--- src/rtl/aclink_tx_pkg.sv ---
package aclink_tx_pkg;

  localparam int TAG_W   = 16;
  localparam int SLOT_W  = 20;
  localparam int N_SLOT  = 12;
  localparam int BODY_W  = SLOT_W * N_SLOT;
  localparam int FRAME_W = TAG_W + BODY_W;
  localparam int CNT_W   = $clog2(FRAME_W);
  localparam int IDX_W   = 7;
  localparam int REG_W   = 16;

  typedef logic [SLOT_W-1:0] slot_t;
  typedef logic [TAG_W-1:0]  tag_t;

  // Tag word: bit 15 = any slot valid, bit (15-k) = slot k valid, bits 1:0 = codec select
  function automatic tag_t make_tag(input logic [N_SLOT:1] slot_vld, input logic [1:0] sel);
    tag_t t;
    t = '0;
    t[TAG_W-1] = |slot_vld;
    for (int k = 1; k <= N_SLOT; k++) begin
      t[TAG_W-1-k] = slot_vld[k];
    end
    t[1:0] = sel;
    return t;
  endfunction

  // Command address slot: direction, index, then zero padding
  function automatic slot_t cmd_addr_slot(input logic rd, input logic [IDX_W-1:0] idx);
    return {rd, idx, {(SLOT_W-1-IDX_W){1'b0}}};
  endfunction

  // 16-bit register word placed in the upper bits of a slot
  function automatic slot_t reg_word_slot(input logic [REG_W-1:0] w);
    return {w, {(SLOT_W-REG_W){1'b0}}};
  endfunction

endpackage

--- src/rtl/aclink_bit_timer.sv ---
module aclink_bit_timer
  import aclink_tx_pkg::*;
(
  input  logic bclk,
  input  logic rst_n,
  output logic frame_start,
  output logic sync_q
);

  logic [CNT_W-1:0] bit_pos;

  assign frame_start = (bit_pos == '0);

  always_ff @(posedge bclk or negedge rst_n) begin
    if (!rst_n) begin
      bit_pos <= '0;
      sync_q  <= 1'b0;
    end else begin
      bit_pos <= (bit_pos == CNT_W'(FRAME_W-1)) ? '0 : bit_pos + 1'b1;
      sync_q  <= (bit_pos < CNT_W'(TAG_W));
    end
  end

  // Observers: spacing of sync rises and width of the high phase
  logic             sync_prev;
  logic             seen_rise;
  logic [CNT_W:0]   since_rise;
  logic [CNT_W:0]   high_run;

  always_ff @(posedge bclk or negedge rst_n) begin
    if (!rst_n) begin
      sync_prev  <= 1'b0;
      seen_rise  <= 1'b0;
      since_rise <= '0;
      high_run   <= '0;
    end else begin
      sync_prev <= sync_q;
      if (sync_q && !sync_prev) begin
        since_rise <= (CNT_W+1)'(1);
        seen_rise  <= 1'b1;
      end else begin
        since_rise <= since_rise + 1'b1;
      end
      high_run <= sync_q ? high_run + 1'b1 : '0;
    end
  end

  p_frame_period_r1: assert property (@(posedge bclk) disable iff (!rst_n)
    (sync_q && !sync_prev && seen_rise) |-> (since_rise == (CNT_W+1)'(FRAME_W)));

  p_sync_width_r2: assert property (@(posedge bclk) disable iff (!rst_n)
    (!sync_q && sync_prev) |-> (high_run == (CNT_W+1)'(TAG_W)));

endmodule

--- src/rtl/aclink_slot12_hold.sv ---
module aclink_slot12_hold
  import aclink_tx_pkg::*;
#(
  parameter logic [IDX_W-1:0] GPIO_INDEX = 7'h54
) (
  input  logic             bclk,
  input  logic             rst_n,
  input  logic             capture,
  input  logic             cmd_valid,
  input  logic             cmd_read,
  input  logic [IDX_W-1:0] cmd_index,
  input  logic [REG_W-1:0] cmd_wdata,
  output logic             gpio_valid,
  output logic [REG_W-1:0] gpio_data,
  output logic             gpio_write
);

  assign gpio_write = capture && cmd_valid && !cmd_read && (cmd_index == GPIO_INDEX);

  always_ff @(posedge bclk or negedge rst_n) begin
    if (!rst_n) begin
      gpio_valid <= 1'b0;
      gpio_data  <= '0;
    end else if (gpio_write) begin
      gpio_valid <= 1'b1;
      gpio_data  <= cmd_wdata;
    end
  end

  p_gpio_load_r10: assert property (@(posedge bclk) disable iff (!rst_n)
    gpio_write |=> (gpio_valid && gpio_data == $past(cmd_wdata)));

  p_gpio_sticky_r11: assert property (@(posedge bclk) disable iff (!rst_n)
    gpio_valid |=> gpio_valid);

  p_gpio_hold_r11: assert property (@(posedge bclk) disable iff (!rst_n)
    !gpio_write |=> $stable(gpio_data));

endmodule

--- src/rtl/aclink_slot_assembler.sv ---
module aclink_slot_assembler
  import aclink_tx_pkg::*;
#(
  parameter int PCM_W   = 16,
  parameter int MODEM_W = 16
) (
  input  logic               cmd_valid,
  input  logic               cmd_read,
  input  logic [IDX_W-1:0]   cmd_index,
  input  logic [REG_W-1:0]   cmd_wdata,
  input  logic [1:0]         codec_id,
  input  logic               pcm_l_valid,
  input  logic [PCM_W-1:0]   pcm_l,
  input  logic               pcm_r_valid,
  input  logic [PCM_W-1:0]   pcm_r,
  input  logic               modem_valid,
  input  logic [MODEM_W-1:0] modem,
  input  logic               gpio_valid,
  input  logic [REG_W-1:0]   gpio_data,
  output logic [FRAME_W-1:0] frame_word
);

  localparam int N_RSVD = 6;

  slot_t l_just, r_just, m_just;

  generate
    if (PCM_W == SLOT_W) begin : g_pcm_full
      assign l_just = pcm_l;
      assign r_just = pcm_r;
    end else begin : g_pcm_pad
      assign l_just = {pcm_l, {(SLOT_W-PCM_W){1'b0}}};
      assign r_just = {pcm_r, {(SLOT_W-PCM_W){1'b0}}};
    end
    if (MODEM_W == SLOT_W) begin : g_mdm_full
      assign m_just = modem;
    end else begin : g_mdm_pad
      assign m_just = {modem, {(SLOT_W-MODEM_W){1'b0}}};
    end
  endgenerate

  logic              cmd_write;
  logic [N_SLOT:1]   slot_vld;
  slot_t             s_addr, s_data, s_left, s_right, s_modem, s_gpio;

  assign cmd_write = cmd_valid && !cmd_read;

  always_comb begin
    slot_vld     = '0;
    slot_vld[1]  = cmd_valid;
    slot_vld[2]  = cmd_write;
    slot_vld[3]  = pcm_l_valid;
    slot_vld[4]  = pcm_r_valid;
    slot_vld[5]  = modem_valid;
    slot_vld[12] = gpio_valid;
  end

  assign s_addr  = cmd_valid   ? cmd_addr_slot(cmd_read, cmd_index) : '0;
  assign s_data  = cmd_write   ? reg_word_slot(cmd_wdata)           : '0;
  assign s_left  = pcm_l_valid ? l_just                             : '0;
  assign s_right = pcm_r_valid ? r_just                             : '0;
  assign s_modem = modem_valid ? m_just                             : '0;
  assign s_gpio  = gpio_valid  ? reg_word_slot(gpio_data)           : '0;

  assign frame_word = {make_tag(slot_vld, codec_id),
                       s_addr, s_data, s_left, s_right, s_modem,
                       {(N_RSVD*SLOT_W){1'b0}},
                       s_gpio};

endmodule

--- src/rtl/aclink_frame_shifter.sv ---
module aclink_frame_shifter
  import aclink_tx_pkg::*;
(
  input  logic               bclk,
  input  logic               rst_n,
  input  logic               load,
  input  logic [FRAME_W-1:0] frame_word,
  output logic               sdout_q
);

  logic [FRAME_W-1:0] shreg;

  always_ff @(posedge bclk or negedge rst_n) begin
    if (!rst_n) begin
      shreg   <= '0;
      sdout_q <= 1'b0;
    end else if (load) begin
      sdout_q <= frame_word[FRAME_W-1];
      shreg   <= {frame_word[FRAME_W-2:0], 1'b0};
    end else begin
      sdout_q <= shreg[FRAME_W-1];
      shreg   <= {shreg[FRAME_W-2:0], 1'b0};
    end
  end

endmodule

--- src/rtl/aclink_tx_framer.sv ---
module aclink_tx_framer
  import aclink_tx_pkg::*;
#(
  parameter int               PCM_W      = 16,
  parameter int               MODEM_W    = 16,
  parameter logic [IDX_W-1:0] GPIO_INDEX = 7'h54
) (
  input  logic               bclk,
  input  logic               rst_n,
  input  logic               cmd_valid,
  input  logic               cmd_read,
  input  logic [6:0]         cmd_index,
  input  logic [15:0]        cmd_wdata,
  input  logic [1:0]         codec_id,
  input  logic               pcm_l_valid,
  input  logic [PCM_W-1:0]   pcm_l,
  input  logic               pcm_r_valid,
  input  logic [PCM_W-1:0]   pcm_r,
  input  logic               modem_valid,
  input  logic [MODEM_W-1:0] modem,
  output logic               sync,
  output logic               sdout
);

  logic               frame_start;
  logic               gpio_valid;
  logic [REG_W-1:0]   gpio_data;
  logic               gpio_write;
  logic [FRAME_W-1:0] frame_word;

  aclink_bit_timer u_timer (
    .bclk        (bclk),
    .rst_n       (rst_n),
    .frame_start (frame_start),
    .sync_q      (sync)
  );

  aclink_slot12_hold #(.GPIO_INDEX(GPIO_INDEX)) u_slot12 (
    .bclk       (bclk),
    .rst_n      (rst_n),
    .capture    (frame_start),
    .cmd_valid  (cmd_valid),
    .cmd_read   (cmd_read),
    .cmd_index  (cmd_index),
    .cmd_wdata  (cmd_wdata),
    .gpio_valid (gpio_valid),
    .gpio_data  (gpio_data),
    .gpio_write (gpio_write)
  );

  aclink_slot_assembler #(.PCM_W(PCM_W), .MODEM_W(MODEM_W)) u_assemble (
    .cmd_valid   (cmd_valid),
    .cmd_read    (cmd_read),
    .cmd_index   (cmd_index),
    .cmd_wdata   (cmd_wdata),
    .codec_id    (codec_id),
    .pcm_l_valid (pcm_l_valid),
    .pcm_l       (pcm_l),
    .pcm_r_valid (pcm_r_valid),
    .pcm_r       (pcm_r),
    .modem_valid (modem_valid),
    .modem       (modem),
    .gpio_valid  (gpio_valid),
    .gpio_data   (gpio_data),
    .frame_word  (frame_word)
  );

  aclink_frame_shifter u_shift (
    .bclk       (bclk),
    .rst_n      (rst_n),
    .load       (frame_start),
    .frame_word (frame_word),
    .sdout_q    (sdout)
  );

  // Frame-valid flag agrees with the inputs and the slot-12 store at capture
  p_frame_valid_r4: assert property (@(posedge bclk) disable iff (!rst_n)
    frame_start |-> (frame_word[FRAME_W-1] ==
                     (cmd_valid | pcm_l_valid | pcm_r_valid | modem_valid | gpio_valid)));

  // Codec select lands in the two lowest tag bits
  p_codec_sel_r4: assert property (@(posedge bclk) disable iff (!rst_n)
    frame_start |-> (frame_word[BODY_W+1:BODY_W] == codec_id));

endmodule

--- config.mk ---
export PLATFORM = sky130hd
export DESIGN_NAME = aclink_tx_framer
export DESIGN_NICKNAME = d
export VERILOG_FILES = /design/src/rtl/aclink_tx_pkg.sv /design/src/rtl/aclink_bit_timer.sv /design/src/rtl/aclink_slot12_hold.sv /design/src/rtl/aclink_slot_assembler.sv /design/src/rtl/aclink_frame_shifter.sv /design/src/rtl/aclink_tx_framer.sv
export SDC_FILE = /design/constraint.sdc
export NUM_CORES = 1
export LEC_CHECK = 0
export BUFFER_PORTS_ARGS = -buffer_cell sky130_fd_sc_hd__buf_2
export CORE_UTILIZATION = 50
export DETAILED_ROUTE_END_ITERATION = 8
export HOLD_SLACK_MARGIN = 0.08
export PLACE_DENSITY = 0.69
export SLEW_MARGIN = 15
export SYNTH_ARGS = -nofsm -noshare
export SYNTH_HDL_FRONTEND = slang
export SYNTH_SLANG_ARGS = --single-unit
--- constraint.sdc ---
create_clock -name bclk -period 4.35 [get_ports bclk]
set_input_delay 0 -clock bclk [delete_from_list [all_inputs] [get_ports bclk]]
set_output_delay 0 -clock bclk [all_outputs]
set_load 0.01 [all_outputs]
# [Word-level counts from Yosys, hierarchy flattened]
# Index checks and enable logic that the tools add are counted.
[word_totals] regBits=283 in_bits=80 out_inout_bits=2 elab_cells=26
[classes] addsub=1 n_lt_le_gt_ge=1 eq_ne=2 mux=9 reduce_logical=7
[ops] cell="2-to-1 mux 256 bit" count=1
[ops] cell="2-to-1 mux 20 bit" count=6
[ops] cell="adder 8 x 1 -> 8 bit, second input constant" count=1
[ops] cell="equality test 8 bit, second input constant" count=1
[ops] cell="logical NOT 8 bit" count=1
[ops] cell="< comparator 8 x 5 -> 1 bit, second input constant" count=1
[ops] cell="2-to-1 mux 8 bit" count=1
[ops] cell="equality test 7 bit, second input constant" count=1
[ops] cell="OR reduction 6 bit" count=1
[ops] cell="logical AND 1 bit" count=4
[ops] cell="logical NOT 1 bit" count=1
[ops] cell="2-to-1 mux 1 bit" count=1

# [Logic depth before layout (Yosys ltp)]
# Gate-level depths: netlist of run 1.
[logic_depth] ltp_word=4 ltp_mapped=8 ltp_nobuf=5

# [Hierarchy]
# Synthesis of run 1 repeated with hierarchy kept, for this count alone.
[unflattened] hier_cells=880 area_unflattened_um2=12580.8
[modules_own_cells] mod="aclink_frame_shifter" instances=1 cells_per_inst=540 area_per_inst_um2=9589.2 seq_area_each_um2=6406.1
[modules_own_cells] mod="aclink_slot_assembler" instances=1 cells_per_inst=265 area_per_inst_um2=1885.6 seq_area_each_um2=0.0
[modules_own_cells] mod="aclink_slot12_hold" instances=1 cells_per_inst=39 area_per_inst_um2=705.7 seq_area_each_um2=425.4
[modules_own_cells] mod="aclink_bit_timer" instances=1 cells_per_inst=36 area_per_inst_um2=400.4 seq_area_each_um2=225.2

# [Worst setup path after synthesis of run 1]
# OpenSTA, ideal clock, no wires.
[synth_path] kind="register to register" from="reg u_timer.bit_pos[4]" to="reg u_slot12.gpio_data[10]" setup_time_ns=0.125 arrival_time_ns=1.895 t_required_ns=4.225 setup_slack_ns=2.329 stages_incl_launch_ff=7 synth_period_minus_slack_ns=2.021 cell_sequence="dfrtp_1 -> nor4_4 -> nand3_4 -> buf_6 -> nor3_4 -> buf_8 -> mux2_4"
[synth_between] elab_chain_cells=4
[synth_rtl] item="start, declared" line_no="aclink_bit_timer.sv:10" text="logic [CNT_W-1:0] bit_pos;"
[synth_rtl] item="start signal, assigned" line_no="aclink_bit_timer.sv:19" text="bit_pos <= (bit_pos == CNT_W'(FRAME_W-1)) ? '0 : bit_pos + 1'b1;"
[synth_rtl] item="logical NOT 8 bit" line_no="aclink_bit_timer.sv:12" text="assign frame_start = (bit_pos == '0);"
[synth_rtl] item="logical AND 1 bit (3 in a row)" line_no="aclink_slot12_hold.sv:18" text="assign gpio_write = capture && cmd_valid && !cmd_read && (cmd_index == GPIO_INDEX);"
[synth_rtl] item="end signal, assigned" line_no="aclink_slot12_hold.sv:26" text="gpio_data <= cmd_wdata;"
[synth_rtl] item="end, declared" line_no="aclink_slot12_hold.sv:14" text="output logic [REG_W-1:0] gpio_data,"
# Every way passes these cells.
# A chain may end at the register's enable or synchronous reset.

# [Worst setup path in the final report of run 1]
[layout_path] from="in cmd_index[1]" to="reg u_slot12.gpio_data[4]"
[layout_between] elab_chain_cells=2
[layout_rtl] item="start, declared" line_no="aclink_tx_framer.sv:12" text="input logic [6:0] cmd_index,"
[layout_rtl] item="equality test 7 bit" line_no="aclink_slot12_hold.sv:18"
[layout_rtl] item="logical AND 1 bit" line_no="aclink_slot12_hold.sv:18"
# Every way passes these cells.

==> metrics.md, run 1 <==
| Metric | Value |
|---|---|
| Num Clock Sinks | `278` |
| Placed cells | `1103` |
| Top-count cell post-synth | `dfrtp_1` |
| Final setup margin | `1.35 ns` |
| Met3 Use GR | `0.0269` |
| VDD IR max | `270 uV` |
| Critical-path cell list | `dlygate4sd3_1, buf_2, nor4b_1, dlygate4sd3_1, nand2_1, nor3_4, dlygate4sd3_1, mux2_4` |
| Slew HR | `0.260` |
| Finished Layout Cells | `1288` |
| Setup Fix Bufs, Post-CTS | `0` |
| Post-synthesis cell count | `807` |
| Slew Viols, Final | `0` |
| GR Util met1 | `0.275` |
| CTS H-tree lvls | `1` |
| Routed WL per cell | `13.8 um` |
| Max-cap viol count | `0` |
| DIE HEIGHT | `~140 um` |
| Synth top area share | `0.710` |
| I/O Buffers | `81` |
| CP top delay family | `buffers and inverters` |
| Bufs and invs on worst path | `4` |
| I/O Pins | `82` |
| Synth area leaders | `dfrtp_1 71%, and2_1 10%, nand2_1 6.9%` |
| Worst EP arrival | `3.41 ns` |
| Part of the cycle the worst path needs | `0.690` |
| Routed via count | `between 6000 and 7000` |
| Cell area after synthesis | `0.00980 mm2` |
| Share of layout cells above drive strength 1 | `0.154` |
| Most frequent cells after synthesis | `278 x dfrtp_1, 179 x nand2_1, 157 x and2_1` |
| Min cycle time layout | `3.00 ns` |
| Count of final setup violators | `0` |
| Clock slew at reported path FFs | `0.06 ns` |
| Post-synth EDFFs | `0` |
| CTS tree | `built` |
| Dominant cell type by area after synthesis | `dfrtp_1` |
| WS Path Type | `input port to register` |
| PD cells | `424 mW/mm2` |
| Core footprint | `0.0190 mm2` |
| Sequential area share after synthesis | `0.710` |
| First drt pass iteration count | `4` |
| Slowest CP cell | `dlygate4sd3_1` |
| RSZ-0062 raised after global routing | `no` |
| Vias in the first global route | `6327` |
| Hold Violations, Final | `0` |
| Gr busiest metal | `met2` |
| DRT iter0 DRCs | `431` |
| Crit. End Element | `register` |
| Gr usage total | `0.191` |
| Synth Area in XOR/XNOR | `0.00447` |
| Number of routed nets with antenna violations | `0` |
| Hold crit path type | `input port to asynchronous set/reset pin` |
| Final setup TNS | `0 ns` |
| First-pass GRT wire length | `approximately 31000 um` |
| Net count, final | `1089` |
| Hold Slack | `between 0.1 and 0.15 ns` |
| Worst-Margin Slew | `1.11 ns` |
| Yosys warnings | `0` |
| Critical path data required time | `4.76 ns` |
| Clock buffer depth | `3` |
| GP Congestion | `0.724` |
| Adder-Cell Fraction of Synth Area | `0.00255` |
| Power, Total | `5400 uW` |
| CTS Buf Count | `28` |
| Max Clock Skew | `0.0135 ns` |
| Initial antenna violation count | `1` |
| Top_reg_cell synth | `dfrtp_1` |
| Synth async-reset ratio | `1.00` |
| Most frequent CP cell | `dlygate4sd3_1` |
| Syn_nets | `889` |
| DR vias/cell | `4.68` |
| Hold buffers post-CTS | `roughly 130` |
| Synthesis-to-layout area growth | `30.1%` |
| Starting Density | `0.517` |
| Fmax | `0.333 GHz` |
| Yosys reg bits | `278` |
| DR DRC count | `0` |
| Synth cell types | `26` |
| Skew-Pair Late Insertion Delay | `0.52 ns` |
| HPWL Detailed | `roughly 8100 um` |
| Setup Slack @ Placement | `2.04 ns` |
| Leakage | `0.00628 uW` |
| Post_cts resized | `0` |
| Post-Syn Area per Cell | `12.1 um2` |
| Status | `finished, final reports clean` |
| M2 GR Usage | `0.305` |
| CP max stage delay | `0.76 ns` |
| Pin count of the biggest net entering global routing | `341` |
| Synth Area in Simple Gates | `0.182` |
| Final wirelength | `between 15000 and 20000 um` |
| Root Driver | `clkbuf_16` |
| Gr ovfl total | `0` |
| Compound-Gate Fraction of Synth Area | `0.0472` |
| DIE WIDTH | `142 um` |
| Flop2flop setup slack | `between 1 and 1.5 ns` |
| Highest fanout seen on the critical path | `16` |
| Row count | `50` |
| Post-synthesis mux area share | `0.0310` |
| Die area | `0.0202 mm2` |
| Largest family of logic cells by synthesized area | `simple AND/OR/NAND/NOR gates` |
| Startpoint Class | `input port` |
## metal layers
metal	part of all wire	wire, um
met4	0.021	378
met5	0	0
met1	0.48	8540
met3	0.029	522
met2	0.47	8370
## worst register-to-register path, delay by kind of cell, from the launching register on
| kind | cells | cell delay (ns) |
|---|---|---|
| buf+inv | 1 | 0.76 |
| flops | 1 | 0.46 |
| mux | 1 | 0.32 |
| simple gates | 3 | 1.23 |
## cells in the final DEF (no fill, tap or decap)
cell type / netlist / layout
and2_1: 157 / 157
and3_1: 1 / 1
buf_12: 0 / 2
buf_2: 0 / 80
buf_4: 0 / 2
buf_8: 1 / 1
bufinv_16: 0 / 4
clkbuf_1: 47 / 5
clkbuf_16: 0 / 29
clkbuf_8: 0 / 10
clkinv_2: 0 / 2
dfrtp_1: 278 / 278
diode_2: 0 / 1
dlygate4sd3_1: 0 / 134
ha_1: 2 / 2
inv_1: 4 / 4
mux2_2: 15 / 15
mux2_4: 9 / 9
nand2_1: 179 / 179
nand3_1: 2 / 2
nand3_4: 1 / 1
nand3b_1: 1 / 1
nor2_1: 7 / 7
nor2b_1: 1 / 1
nor3_4: 1 / 1
nor4_4: 1 / 1
nor4b_1: 1 / 1
o2111ai_1: 1 / 1
o21ai_0: 89 / 89
o41ai_1: 1 / 1
or2_2: 1 / 1
or4_1: 1 / 1
xnor2_1: 3 / 3
xor2_1: 2 / 2
## registers in the layout (all words and copies together), names as in the netlist
| register | cells |
|---|---|
| u_shift.sdout_q | 1 |
| u_shift.shreg | 251 |
| u_slot12.gpio_data | 16 |
| u_slot12.gpio_valid | 1 |
| u_timer.bit_pos | 8 |
| u_timer.sync_q | 1 |
## logic make-up after synthesis
kind of cell	Yosys count
XOR/XNOR	5
flip-flops	278
multiplexers	24
adder cells (fa/ha/maj)	2
AND/OR/NAND/NOR	354
AO/OA/AOI/OAI	91
buffers and inverters	53
## power by group
part / switching (uW) / total [uW] / leakage, uW / internal [uW]
Clock: 931 / 2550 / 0.000500 / 1620
Combinational: 111 / 234 / 0.00196 / 123
Sequential: 6.15 / 2620 / 0.00382 / 2610
Total: 1050 / 5400 / 0.00628 / 4350
## metrics by stage
step           area [um2]   util
6_report            12700  0.672
5_1_grt             12700  0.672
4_1_cts             12700  0.672
3_5_place_dp        10400  0.548
3_3_place_gp        10400  0.548
2_1_floorplan        9800      -
## final cells by class
cell class              count  area, um2
clock buffers              44        882
clock inverters             6        130
inverters                   4       15.0
fillers                  1279       6210
diodes                      1       2.50
flip-flops and latches    278       6960
well taps                 260        325
multi-input cells         476       2620
repair buffers            219       1810
## worst paths after layout
kind | from | end | cells past startpoint
setup / recovery | cmd_index[1] | u_slot12.gpio_data[4] | 8
hold / removal | rst_n | u_shift.shreg[116] | 2
setup reg to reg | u_timer.bit_pos[4] | u_slot12.gpio_data[4] | 5
hold reg to reg | u_shift.shreg[20] | u_shift.shreg[21] | 1
max in group asynchronous | rst_n | u_shift.shreg[167] | 3
min in group bclk | cmd_wdata[13] | u_slot12.gpio_data[13] | 3
Power figures use the tool's default switching activity.
==> run 2, diff against run 1 <==
--- a/config.mk
+++ b/config.mk
@@ -5,11 +5,12 @@
 export SDC_FILE = /design/constraint.sdc
 export NUM_CORES = 1
 export LEC_CHECK = 0
+export ABC_AREA = 1
 export BUFFER_PORTS_ARGS = -buffer_cell sky130_fd_sc_hd__buf_2
 export CORE_UTILIZATION = 50
 export DETAILED_ROUTE_END_ITERATION = 8
 export HOLD_SLACK_MARGIN = 0.08
-export PLACE_DENSITY = 0.69
+export PLACE_DENSITY = 0.71
 export SLEW_MARGIN = 15
 export SYNTH_ARGS = -nofsm -noshare
 export SYNTH_HDL_FRONTEND = slang
==> constraint.sdc (replaced) <==
create_clock -name bclk -period 2.65 [get_ports bclk]
set_input_delay 0 -clock bclk [delete_from_list [all_inputs] [get_ports bclk]]
set_output_delay 0 -clock bclk [all_outputs]
set_load 0.01 [all_outputs]
==> run 2 against run 1 <==
Against the previous run:
- synthesized cell count rose by 29%
- die area increased by 5.0%
- synthesized area up 5.1%
- sequential share of layout area fell by 2.2 points
- via count up 26%
- global-route usage is 3.2 points higher
- hold slack lost 0.035 ns
- register-to-register slack got worse by 1.3 ns
- routed wire length up 27%
- core utilization fell by 1.6 points
- non-clock buffer count is 24 higher
==> metrics.md, run 2 <==
| Metric | Value |
|---|---|
| Max Clock Skew | `0.00946 ns` |
| Pint | `just under 7000 uW` |
| Net count, final | `approximately 1300` |
| Met3 Use GR | `0.0301` |
| PD cells | `between 600 and 700 mW/mm2` |
| Dominant cell type by area after synthesis | `dfrtp_1` |
| Synth async-reset ratio | `1.00` |
| Die area | `0.0212 mm2` |
| Num Clock Sinks | `roughly 280` |
| Routed WL per cell | `approximately 15 um` |
| Sw frac | `0.208` |
| Initial antenna violation count | `1` |
| Routed via count | `7629` |
| Final setup margin | `0.191 ns` |
| CTS Buf Count | `27` |
| Combinational share of power | `0.038` |
| Design area | `about 0.013 mm2` |
| Crit. End Element | `register` |
| Final wirelength | `approximately 23000 um` |
| Core footprint | `0.0202 mm2` |
| Clock share of power | `0.456` |
| VDD IR max | `566 uV` |
| Gr busiest metal | `met2` |
| First drt pass iteration count | `7` |
| DIE WIDTH | `145 um` |
| Synth area leaders | `dfrtp_1 68%, nor2_1 6.2%, inv_1 6.1%` |
| Sequential share of power | `0.505` |
| Root Driver | `clkbuf_16` |
| Share of layout cells above drive strength 1 | `0.119` |
| First-pass GRT wire length | `~38000 um` |
| DIE HEIGHT | `145 um` |
| Synth cell types | `24` |
| I/O Buffers | `81` |
| Slew HR | `0.548` |
| Clock slew at reported path FFs | `0.06 ns` |
| Post-Syn Area per Cell | `9.87 um2` |
| Gr ovfl total | `0` |
| Row count | `52` |
| Worst EP arrival | `2.91 ns` |
| DR DRC count | `0` |
| R2R cell count | `9` |
| Worst-Margin Slew | `0.678 ns` |
| Largest register FFs | `251` |
| Number of routed nets with antenna violations | `0` |
| Largest registers | `u_shift.shreg x251, u_slot12.gpio_data x16, u_timer.bit_pos x8` |
| Pin count of the biggest net entering global routing | `97` |
| Most frequent cells after synthesis | `278 x dfrtp_1, 170 x nor2_1, 168 x inv_1` |
| CTS H-tree lvls | `1` |
| GR Util met1 | `0.289` |
| Post-synthesis cell count | `1043` |
| Part of the cycle the worst path needs | `0.928` |
| Top reg by flops | `u_shift.shreg` |
| Count of final setup violators | `0` |
| Fmax | `0.407 GHz` |
| Synthesis-to-layout area growth | `29.0%` |
| Post-synth EDFFs | `0` |
| Syn_nets | `1125` |
| I/O Pins | `between 80 and 90` |
| Final setup TNS | `0 ns` |
| DRT iter0 DRCs | `~500` |
| Critical path data required time | `3.10 ns` |
| Yosys warnings | `0` |
| M2 GR Usage | `0.385` |
| CTS tree | `built` |
| Clock buffer depth | `3` |
| Setup Slack @ Placement | `around 0.64 ns` |
| Top_reg_cell synth | `dfrtp_1` |
| Max-cap viol count | `0` |
| WS Path Type | `register to register` |
| Net Sw Power | `1770 uW` |
| Synth top area share | `0.676` |
| HPWL Detailed | `10300 um` |
| Status | `finished, final reports clean` |
| Leakage | `roughly 0.0067 uW` |
| Gr usage total | `0.223` |
| Starting Density | `0.509` |
| Startpoint Class | `register` |
| Leading cell type in the layout, fill and taps excluded | `dfrtp_1` |
| Highest fanout seen on the critical path | `just under 60` |
| RSZ-0062 raised after global routing | `no` |
| Cell area after synthesis | `0.0103 mm2` |
| Sequential area share after synthesis | `0.676` |
| Hold Violations, Final | `0` |
| Slew Viols, Final | `0` |
| Yosys reg bits | `about 280` |
| Hold Slack | `0.0864 ns` |
| Hold crit path type | `input port to asynchronous set/reset pin` |
| Layout fillers | `between 1000 and 1500` |
| Commonest non-fill, non-tap cells in the layout | `278 x dfrtp_1, 169 x nor2_1, 168 x inv_1` |
| Min cycle time layout | `2.46 ns` |
| DR vias/cell | `4.94` |
| Skew-Pair Late Insertion Delay | `0.52 ns` |
| Top-count cell post-synth | `dfrtp_1` |
| Placement Cell Area | `about 0.011 mm2` |
| GP Congestion | `0.758` |
| Vias in the first global route | `8018` |
| Fin util | `0.656` |
run 2: cell count changes in the layout (fill, tap and decap cells not counted), moves of 9 or more:
cell,change
and2_1,-157
clkinv_2,+9
dlygate4sd3_1,+11
inv_1,+164
mux2_2,-15
mux2_4,-9
nand2_1,-35
nand3_1,+86
nand4_1,+18
nor2_1,+162
run 2: layer usage:
layer | routed length [um] | part of all wire
met1 | 9700 | 0.43
met2 | 11200 | 0.50
met3 | 981 | 0.043
met4 | 708 | 0.031
met5 | 0 | 0
run 2: logic make-up after synthesis:
logic type	after synthesis	synth area share
adders and majority gates	2	0.00243
and+or+nand+nor	429	0.175
DFF	278	0.676
buffers and inverters	231	0.0954
AOI/OAI and AO/OA	101	0.0493
xor gates and xnor gates	2	0.00170
run 2: area by class of cell:
cell class	count	area, um2	area share
timing repair buffer	243	2090	0.157
sequential	278	6960	0.524
multi-input combinational	535	2370	0.178
antenna	1	2.50	0.000188
inverter	168	631	0.0475
tap	270	338	0.0254
clock inverter	14	145	0.0109
clock buffer	35	756	0.0569
run 2: worst max-delay path, cell delays in order, from the launching register on:
cell and delay [ns]:
dfrtp_1 0.41, inv_1 0.09, ha_1 0.16, nand2_2 0.24, nor2_8 0.26, buf_4 0.18
buf_12 0.23, nand3_1 0.13, dlygate4sd3_1 0.61, nand2_1 0.06
run 2: path summary, 6_finish.rpt:
path                               startpoint                 end  slack [ns]
setup / recovery           u_timer.bit_pos[0]  u_shift.shreg[150]        0.19
hold / removal                          rst_n  u_shift.shreg[137]        0.09
setup reg to reg           u_timer.bit_pos[0]  u_shift.shreg[150]        0.19
hold reg to reg             u_shift.shreg[71]   u_shift.shreg[72]        0.46
max in group asynchronous               rst_n   u_shift.shreg[16]        1.74
min in group bclk                 codec_id[0]  u_shift.shreg[241]        0.27
run 2: what timing repair did:
action,4_1_cts,5_1_grt
endpoints found under the hold margin,299,0
hold buffers,145,0
gates resized for setup,0,1
setup buffers,0,4
setup endpoints to repair,0,19
run 2: power by group through the flow:
| stage | Sequential (uW) | Clock [uW] | Combinational, uW |
|---|---|---|---|
| floorplan | 4370 | 0 | 51.6 |
| global placement | 4370 | 0 | 225 |
| detailed placement | 4370 | 0 | 226 |
| CTS | 4290 | 3920 | 318 |
| global route | 4290 | 4090 | 363 |
| finish | 4290 | 3880 | 326 |
run 2: through the flow:
step,power (uW),cells
global placement,4600,1344
global route,8750,1544
CTS,8530,1538
detailed placement,4600,1344
finish,8500,1544
floorplan,4420,1043
==> run 3, diff against run 2 <==
==> constraint.sdc (replaced) <==
create_clock -name bclk -period 2.65 [get_ports bclk]
set_input_delay 0.1325 -clock bclk [delete_from_list [all_inputs] [get_ports bclk]]
set_output_delay 0.1325 -clock bclk [all_outputs]
set_load 0.01 [all_outputs]
==> run 3 against run 2 <==
Against the previous run:
- clock power down 4%
- critical path type unchanged
- global-route usage down 1.3 points
- non-clock buffer count down 28
- core utilization shrank 1.8 points
- via count fell by 3.5%
==> metrics.md, run 3 (synthesis gave the netlist of run 2 again) <==
| Metric | Value |
|---|---|
| DRT iter0 DRCs | `519` |
| Leakage | `0.00658 uW` |
| Flop2flop setup slack | `0.13 ns` |
| Setup Fix Bufs, Post-CTS | `0` |
| Hold crit path type | `input port to asynchronous set/reset pin` |
| Register Area | `about 0.007 mm2` |
| DIE WIDTH | `145 um` |
| Max-cap viol count | `0` |
| Share of layout cells above drive strength 1 | `0.114` |
| Gr ovfl total | `0` |
| First-pass GRT wire length | `36200 um` |
| Met3 Wirelength | `840 um` |
| DR vias/cell | `between 4 and 5` |
| Initial antenna violation count | `0` |
| Highest fanout seen on the critical path | `58` |
| Clock slew at reported path FFs | `0.06 ns` |
| CTS tree | `built` |
| Starting Density | `0.509` |
| Count of final setup violators | `0` |
| Top reg by flops | `u_shift.shreg` |
| Design area | `0.0129 mm2` |
| Pin count of the biggest net entering global routing | `133` |
| Net count, final | `~1300` |
| DR top layer | `met4` |
| Fmax | `around 0.4 GHz` |
| Hold Violations, Final | `0` |
| Startpoint Class | `register` |
| GP Congestion | `~0.75` |
| PD cells | `645 mW/mm2` |
| Root Driver | `clkbuf_16` |
| Pint | `6620 uW` |
| Gr usage total | `0.210` |
| Routed WL per cell | `14.0 um` |
| Critical path data required time | `3.09 ns` |
| Commonest non-fill, non-tap cells in the layout | `278 x dfrtp_1, 169 x nor2_1, 168 x inv_1` |
| Largest register FFs | `251` |
| VDD IR max | `493 uV` |
| CTS Buf Count | `27` |
| Combinational share of power | `0.038` |
| RSZ-0062 raised after global routing | `yes` |
| Power, Total | `8330 uW` |
| Clock buffer depth | `3` |
| Max Clock Skew | `0.0114 ns` |
| Vias in the first global route | `around 7400` |
| Wire length on met1 | `~9400 um` |
| Number of routed nets with antenna violations | `0` |
| Final wirelength | `21200 um` |
| Num Clock Sinks | `about 280` |
| # diodes | `0` |
| Crit. End Element | `register` |
| WS Path Type | `register to register` |
| Slew HR | `0.535` |
| Slew Viols, Final | `0` |
| Die area | `0.0212 mm2` |
| Row count | `52` |
| Leading cell type in the layout, fill and taps excluded | `dfrtp_1` |
| Met2 wire len | `10300 um` |
| R2R cell count | `8` |
| Worst-Margin Slew | `0.697 ns` |
| Largest registers | `u_shift.shreg x251, u_slot12.gpio_data x16, u_timer.bit_pos x8` |
| Synthesis-to-layout area growth | `25.5%` |
| I/O Pins | `82` |
| Placement Cell Area | `0.0108 mm2` |
| Worst EP arrival | `2.97 ns` |
| CTS H-tree lvls | `1` |
| I/O Buffers | `81` |
| Clock share of power | `0.446` |
| Status | `finished, final reports clean` |
| Layout fillers | `1508` |
| Core footprint | `0.0202 mm2` |
| DR DRC count | `0` |
| Sequential share of power | `0.516` |
| Part of the cycle the worst path needs | `0.952` |
| Sw frac | `0.205` |
| First drt pass iteration count | `5` |
| Min cycle time layout | `2.52 ns` |
| HPWL Detailed | `10100 um` |
| DIE HEIGHT | `145 um` |
| Skew-Pair Late Insertion Delay | `0.51 ns` |
| Multi-input gate area | `0.00236 mm2` |
| Net Sw Power | `1710 uW` |
| Routed via count | `7364` |
## run 3: cell count changes in the layout (fill, tap and decap cells not counted)
cell           before  now
bufinv_16           3    2
buf_4               9    7
diode_2             1    0
clkinv_2           11    8
buf_12              7    4
dlygate4sd3_1     145  122
clkbuf_1            3    4
nor2_4              1    0
## run 3: worst paths after layout
kind | start | to
max | u_timer.bit_pos[6] | u_shift.shreg[236]
min | rst_n | u_shift.shreg[139]
max reg2reg | u_timer.bit_pos[6] | u_shift.shreg[236]
min reg2reg | u_shift.shreg[185] | u_shift.shreg[186]
max in group asynchronous | rst_n | u_shift.shreg[107]
min in group bclk | codec_id[1] | u_shift.shreg[242]
## run 3: area by class of cell
type	instances	area share
Tap cell	270	0.0261
Inverter	168	0.0488
Sequential cell	278	0.538
Clock buffer	36	0.0588
Timing Repair Buffer	215	0.138
Clock inverter	10	0.00775
Multi-Input combinational cell	534	0.182
## run 3: power by group through the flow
stage	Clock, uW	Sequential [uW]	Combinational (uW)
4_1_cts	3780	4290	317
3_3_place_gp	0	4370	221
3_5_place_dp	0	4370	225
5_1_grt	3970	4290	357
2_1_floorplan	0	4370	51.6
6_report	3720	4290	319
## run 3: per-layer routing
layer / vias up / track usage
li1: 3525 / -
met1: 3582 / 0.286
met5: - / 0
met2: 198 / 0.348
met3: 59 / 0.0279
met4: 0 / 0.0774
## run 3: repair_timing
action	4_1_cts	5_1_grt
resized for setup	0	1
endpoints found under the setup margin	0	3
hold buffers	122	0
endpoints found under the hold margin	175	0
## run 3: worst max-delay path, cell delays in order (launching register included)
cell,delay [ns]
dfrtp_1,0.42
nor2_1,0.15
nand2_2,0.06
buf_4,0.22
nor2_8,0.19
buf_4,0.51
nand3_1,0.19
dlygate4sd3_1,0.63
nand2_1,0.07
## run 3: through the flow
step / instances / setup slack, ns / utilization / hold WS (ns) / TNS (ns)
final: 1511 / 0.127 / 0.639 / 0.205 / 0
after global routing: 1511 / -0.00505 / 0.639 / 0.276 / -0.0101
after CTS: 1511 / 0.211 / 0.638 / 0.230 / 0
after detailed placement: 1343 / 0.741 / 0.536 / 0.167 / 0
after global placement: 1343 / 0.781 / 0.536 / 0.165 / 0
after floorplan: 1043 / 1.15 / - / -0.163 / 0
